===== src/rtl/hbr_pkg.sv =====
package hbr_pkg;
  localparam int REG_W    = 64;
  localparam int NWIN     = 4;
  localparam int NREG     = 3 * NWIN;
  localparam int SLOT_W   = $clog2(NREG);
  localparam int STRIDE_LG = 6;
  localparam int NUM_IDX  = 22;
  localparam int LEGAL_SIZE = 8;

  localparam int IDX_CTL     = NREG;
  localparam int IDX_ERRSTAT = 15;
  localparam int IDX_ERRMASK = 16;
  localparam int IDX_INVALL  = 19;

  localparam logic [REG_W-1:0] CTL_RST =
    (64'd1 << 20) | (64'd1 << 32) | (64'd2 << 36);

  typedef enum logic [2:0] {
    K_WIN, K_CTL, K_RAZ_WI, K_RAZ_WERR, K_INVALL, K_BAD
  } kind_t;

  // Classify an in-range index into its access behaviour.
  function automatic kind_t classify(input logic [4:0] i);
    if (int'(i) < NREG)              return K_WIN;
    else if (int'(i) == IDX_CTL)     return K_CTL;
    else if (int'(i) == IDX_ERRSTAT) return K_RAZ_WI;
    else if (int'(i) == IDX_ERRMASK) return K_RAZ_WERR;
    else if (int'(i) == IDX_INVALL)  return K_INVALL;
    else                             return K_BAD;
  endfunction
endpackage


===== src/rtl/hbr_decode.sv =====
module hbr_decode
  import hbr_pkg::*;
#(
  parameter int AW = 32,
  parameter logic [AW-1:0] BASE_ADDR = 32'h0001_0000
)(
  input  logic              req_valid,
  input  logic              req_write,
  input  logic [AW-1:0]     req_addr,
  input  logic [3:0]        req_size,
  output kind_t             kind,
  output logic [SLOT_W-1:0] slot,
  output logic              dec_err,
  output logic [NREG-1:0]   wr_win,
  output logic              wr_ctl,
  output logic              wr_flush
);
  logic [AW-1:0] offs;
  logic [AW-1:0] idx;
  logic          in_range;
  logic          size_ok;
  logic          do_wr;

  always_comb begin
    offs     = req_addr - BASE_ADDR;
    idx      = offs >> STRIDE_LG;
    in_range = (idx < AW'(NUM_IDX));
    size_ok  = (req_size == 4'(LEGAL_SIZE));
    kind     = in_range ? classify(idx[4:0]) : K_BAD;
    slot     = idx[SLOT_W-1:0];
    dec_err  = !size_ok || (kind == K_BAD) || (req_write && kind == K_RAZ_WERR);
    do_wr    = req_valid && req_write && !dec_err;
    wr_win   = '0;
    if (do_wr && kind == K_WIN) wr_win[slot] = 1'b1;
    wr_ctl   = do_wr && (kind == K_CTL);
    wr_flush = do_wr && (kind == K_INVALL);
  end
endmodule


===== src/rtl/hbr_regfile.sv =====
module hbr_regfile
  import hbr_pkg::*;
(
  input  logic                       clk,
  input  logic                       rst_n,
  input  logic [NREG-1:0]            wr_win,
  input  logic                       wr_ctl,
  input  logic [REG_W-1:0]           wdata,
  output logic [NREG-1:0][REG_W-1:0] win_q,
  output logic [REG_W-1:0]           ctl_q
);
  for (genvar g = 0; g < NREG; g++) begin : g_win
    always_ff @(posedge clk) begin
      if (!rst_n)         win_q[g] <= '0;
      else if (wr_win[g]) win_q[g] <= wdata;
    end
  end

  always_ff @(posedge clk) begin
    if (!rst_n)      ctl_q <= CTL_RST;
    else if (wr_ctl) ctl_q <= wdata;
  end
endmodule


===== src/rtl/hbr_resp.sv =====
module hbr_resp
  import hbr_pkg::*;
(
  input  logic             clk,
  input  logic             rst_n,
  input  logic             req_valid,
  input  logic             req_write,
  input  logic             dec_err,
  input  logic             wr_flush,
  input  logic [REG_W-1:0] rd_val,
  output logic             resp_valid,
  output logic             resp_err,
  output logic [REG_W-1:0] rdata,
  output logic             flush_o
);
  always_ff @(posedge clk) begin
    if (!rst_n) begin
      resp_valid <= 1'b0;
      resp_err   <= 1'b0;
      rdata      <= '0;
      flush_o    <= 1'b0;
    end else begin
      resp_valid <= req_valid;
      resp_err   <= req_valid && dec_err;
      rdata      <= (req_valid && !req_write && !dec_err) ? rd_val : '0;
      flush_o    <= wr_flush;
    end
  end
endmodule


===== src/rtl/hbr_regs.sv =====
module hbr_regs
  import hbr_pkg::*;
#(
  parameter int AW = 32,
  parameter logic [AW-1:0] BASE_ADDR = 32'h0001_0000
)(
  input  logic                       clk,
  input  logic                       rst_n,
  input  logic                       req_valid,
  input  logic                       req_write,
  input  logic [AW-1:0]              req_addr,
  input  logic [3:0]                 req_size,
  input  logic [63:0]                req_wdata,
  output logic                       resp_valid,
  output logic                       resp_err,
  output logic [63:0]                rdata,
  output logic [3:0][63:0]           win_base_o,
  output logic [3:0][63:0]           win_mask_o,
  output logic [3:0][63:0]           xlat_base_o,
  output logic [63:0]                ctl_o,
  output logic                       flush_o
);
  kind_t                      kind;
  logic [SLOT_W-1:0]          slot;
  logic                       dec_err;
  logic [NREG-1:0]            wr_win;
  logic                       wr_ctl;
  logic                       wr_flush;
  logic [NREG-1:0][REG_W-1:0] win_q;
  logic [REG_W-1:0]           rd_val;

  hbr_decode #(.AW(AW), .BASE_ADDR(BASE_ADDR)) u_dec (
    .req_valid(req_valid), .req_write(req_write), .req_addr(req_addr),
    .req_size(req_size), .kind(kind), .slot(slot), .dec_err(dec_err),
    .wr_win(wr_win), .wr_ctl(wr_ctl), .wr_flush(wr_flush)
  );

  hbr_regfile u_rf (
    .clk(clk), .rst_n(rst_n), .wr_win(wr_win), .wr_ctl(wr_ctl),
    .wdata(req_wdata), .win_q(win_q), .ctl_q(ctl_o)
  );

  always_comb begin
    case (kind)
      K_WIN:   rd_val = win_q[slot];
      K_CTL:   rd_val = ctl_o;
      default: rd_val = '0;
    endcase
  end

  for (genvar g = 0; g < NWIN; g++) begin : g_out
    assign win_base_o[g]  = win_q[g];
    assign win_mask_o[g]  = win_q[NWIN + g];
    assign xlat_base_o[g] = win_q[2*NWIN + g];
  end

  hbr_resp u_resp (
    .clk(clk), .rst_n(rst_n), .req_valid(req_valid), .req_write(req_write),
    .dec_err(dec_err), .wr_flush(wr_flush), .rd_val(rd_val),
    .resp_valid(resp_valid), .resp_err(resp_err), .rdata(rdata),
    .flush_o(flush_o)
  );
endmodule


===== config.mk =====
export PLATFORM = sky130hd
export DESIGN_NAME = hbr_regs
export DESIGN_NICKNAME = d
export VERILOG_FILES = /design/src/rtl/hbr_pkg.sv /design/src/rtl/hbr_decode.sv /design/src/rtl/hbr_regfile.sv /design/src/rtl/hbr_resp.sv /design/src/rtl/hbr_regs.sv
export SDC_FILE = /design/constraint.sdc
export NUM_CORES = 2
export LEC_CHECK = 0
export BUFFER_PORTS_ARGS = -buffer_cell sky130_fd_sc_hd__buf_4
export CORE_AREA = 2 2 386 388
export CTS_CLUSTER_DIAMETER = 200
export DETAILED_ROUTE_END_ITERATION = 8
export DIE_AREA = 0 0 388 390
export PLACE_DENSITY_LB_ADDON = 0.08
export SETUP_SLACK_MARGIN = 0.5
export SLEW_MARGIN = 20
export SYNTH_ARGS = -nofsm -noshare
export SYNTH_HDL_FRONTEND = slang
export SYNTH_SLANG_ARGS = --single-unit

===== constraint.sdc =====
create_clock -name clk -period 6.11 [get_ports clk]
set_clock_uncertainty 0.15 [all_clocks]
set_input_delay 0.9165 -clock clk [delete_from_list [all_inputs] [get_ports clk]]
set_output_delay 0.9165 -clock clk [all_outputs]
set_load 0.02 [all_outputs]

==> flow_summary.yaml <==
route:
  first_pass_iters: 5
  wl_per_cell_microns: 28.9
  ant_nets: 0
  viasPerCell: 4.81
  drc: 0
  drtIter0Drc: 1752
  vias: 30355
  totalWireLength_mm: 183
critical_path:
  start_kind: "input pin"
  path_max_fanout: 39
  timing.rr.start: "u_rf.win_q[280]$_SDFFE_PN0P_"
  reg2regPathDepth: 4
  path_class: "input pin to flop"
  startpoint: "req_addr[9]"
  critical_path_required_ns: 6.58
  worst_ep_arrival_time_ns: 4.04
  cp-end-kind: "flop"
run_status:
  outcome: "completed"
clock_network:
  cts.path.max_buffers: 3
  cts.sinks: 899
  htree_levels: 3
  cts_hold_buf: 0
  root_buffer: "clkbuf_16"
  cts_tree: "built"
  clkTransAtPathRegs_ns: 0.06
  cts_buffers: 110
  post_cts_resized: 0
  clk_latency_ns: 0.75
  cts_setup_buffers: 0
run:
  cap_violations: 0
final_layout:
  final_common_cell: "buf_4"
  final_area_sq_um: 50700
  layout-drive-gt1-share_pct: 32.7
  layout.nets: 4401
  synthToLayoutAreaGrowth_pct: 32.9
  num-fill-cells: 14887
  layout_common_cells: "buf_4, dfxtp_1, nand2_1, mux2i_1, mux4_2"
die:
  die_h_microns: 390
  die_area_sq_um: 151000
  initial_utilization_pct: 25.9
  core_sq_um: 147000
  rows: 141
  io_pins: 1003
  die_x_microns: 388
timing:
  max_freq_mhz: 280
  finalMaxSlewViolations: 0
  setup_violations: 0
  post-route-min-period_ns: 3.57
  rsz0062_at_grt: "false"
  final_hold_viol_count: 0
  worst_slew_pin_slew_ns: 0.978
  setup_tns_ns: 0
  min_period_over_period_pct: 58.5
  maxSlewHeadroom_pct: 34.5
logic_synthesis:
  synth_area_leader_cell: "dfxtp_1"
  synth_cell_types: 36
  yosys_warnings: 0
  synth_ff_type: "dfxtp_1"
  syn_area_sq_um: 38200
  ys_async_sr_fraction_pct: 0
  synth_seq_cells: 899
  syn_inst: 3473
  seq_area_frac_synth_pct: 47.2
  avgSynthCellArea_sq_um: 11.0
  ys_top_cells_by_area: "dfxtp_1, mux2i_1, mux4_2, nand2_1, clkbuf_1"
  synth_fp_nets: 3577
  synth_top_area_share_pct: 47.2
  synth_edf_count: 0
grt:
  grt_max_degree: 161
  grt_antenna_before_repair: 6
  grt_pass1_vias: 30348
  grt-ovfl-total: 0
  grtUsageTotal_pct: 23.1
  grt_pass1_wl_mm: 251
power_and_ir_drop:
  leakagePower_uw: 0.0191
  powerDensity_nw_per_um2: 256
  peakVddDrop_v: 0.000214
worst_hold_path:
  hold_depth: 2
  hold_start: "u_rf.win_q[265]$_SDFFE_PN0P_"
  holdCritPathClass: "flop to flop"
placed_design:
  hpwlAfterDp_mm: 121
  gp_congestion: 0.790
  portBuffers: 996
  dpl_cell_area_sq_um: 47100
==> layout make-up <==
type / count / area [sq um] / area share (%)
multi-input combinational: 2231 / 18400 / 36.2
sequential: 899 / 18000 / 35.5
timing repair buffer: 1051 / 8270 / 16.3
clock buffer: 181 / 3430 / 6.76
tap: 1930 / 2410 / 4.76
clock inverter: 19 / 231 / 0.456
inverter: 4 / 15.0 / 0.0296
antenna: 2 / 5.00 / 0.00987
==> report_power, final <==
part | switching, uW | internal (uW) | total (uW) | leakage (uW)
combinational | 377 | 137 | 514 | 0.0101
sequential | 0.201 | 5860 | 5860 | 0.00724
clock | 2760 | 3860 | 6620 | 0.00180
total | 3140 | 9860 | 13000 | 0.0191
==> synthesized netlist by cell type, types with 4 or more instances <==
| master | number |
|---|---|
| o211ai_1 | 4 |
| nor3_1 | 4 |
| inv_1 | 4 |
| dfxtp_1 | 899 |
| buf_4 | 29 |
| buf_6 | 60 |
| nor4_1 | 15 |
| nand2_1 | 896 |
| mux2i_1 | 893 |
| buf_1 | 16 |
| mux4_2 | 192 |
| a22oi_1 | 64 |
| o21ai_0 | 67 |
| clkbuf_1 | 185 |
| and2_1 | 65 |
| nand3b_1 | 4 |
| buf_2 | 49 |
==> worst max-delay path, cell delays in order <==
cell	delay, ns
buf_4	0.57
nor2b_4	0.78
nand2_1	0.33
nor4_2	0.36
buf_4	0.71
mux2i_1	0.26
==> through the flow <==
stage                     hold slack [ns]  setup WS [ns]  util (%)  total power [uW]  instances
after CTS                           0.290           2.58      34.5             13200       6315
after global routing                0.320           2.37      34.5             13400       6315
final                               0.320           2.54      34.5             13000       6317
after global placement              0.304           1.70      32.0              6520       6115
after floorplan                     0.392           3.53         -              6290       3473
after detailed placement            0.312           1.80      32.0              6520       6115
==> sequential cells by signal, indices dropped and copies added, names as in the netlist <==
| signal | cells |
|---|---|
| u_rf.win_q | 768 |
| u_resp.rdata | 64 |
| u_rf.ctl_q | 64 |
| u_resp.flush_o | 1 |
| u_resp.resp_err | 1 |
| u_resp.resp_valid | 1 |
==> path summary, 6_finish.rpt <==
check                                                    end  slack, ns
worst min-delay path            u_rf.win_q[265]$_SDFFE_PN0P_       0.32
worst max-delay path            u_rf.win_q[676]$_SDFFE_PN0P_       2.54
worst max register to register   u_resp.rdata[24]$_SDFF_PN0_       4.40
worst min register to register  u_rf.win_q[265]$_SDFFE_PN0P_       0.32
==> per-layer routing <==
layer | vias up | track usage (%) | routed length [microns]
met1 | 15372 | 28.7 | 76100
met4 | 6 | 6.72 | 5360
met2 | 1019 | 38.6 | 87400
li1 | 13736 | - | -
met5 | - | 0 | 38
met3 | 222 | 7.06 | 13900
==> logic make-up (layout without fill, tap and decap cells) <==
family	after synthesis	in the layout	synth area share, %
AO/OA/AOI/OAI	143	143	2.38
XOR/XNOR	2	2	0.0459
buffers and inverters	343	1255	5.00
flip-flops	899	899	47.2
multiplexers	1085	1085	34.8
other	0	2	0
AND/OR/NAND/NOR	1001	1001	10.6
Power figures use the tool's default switching activity.
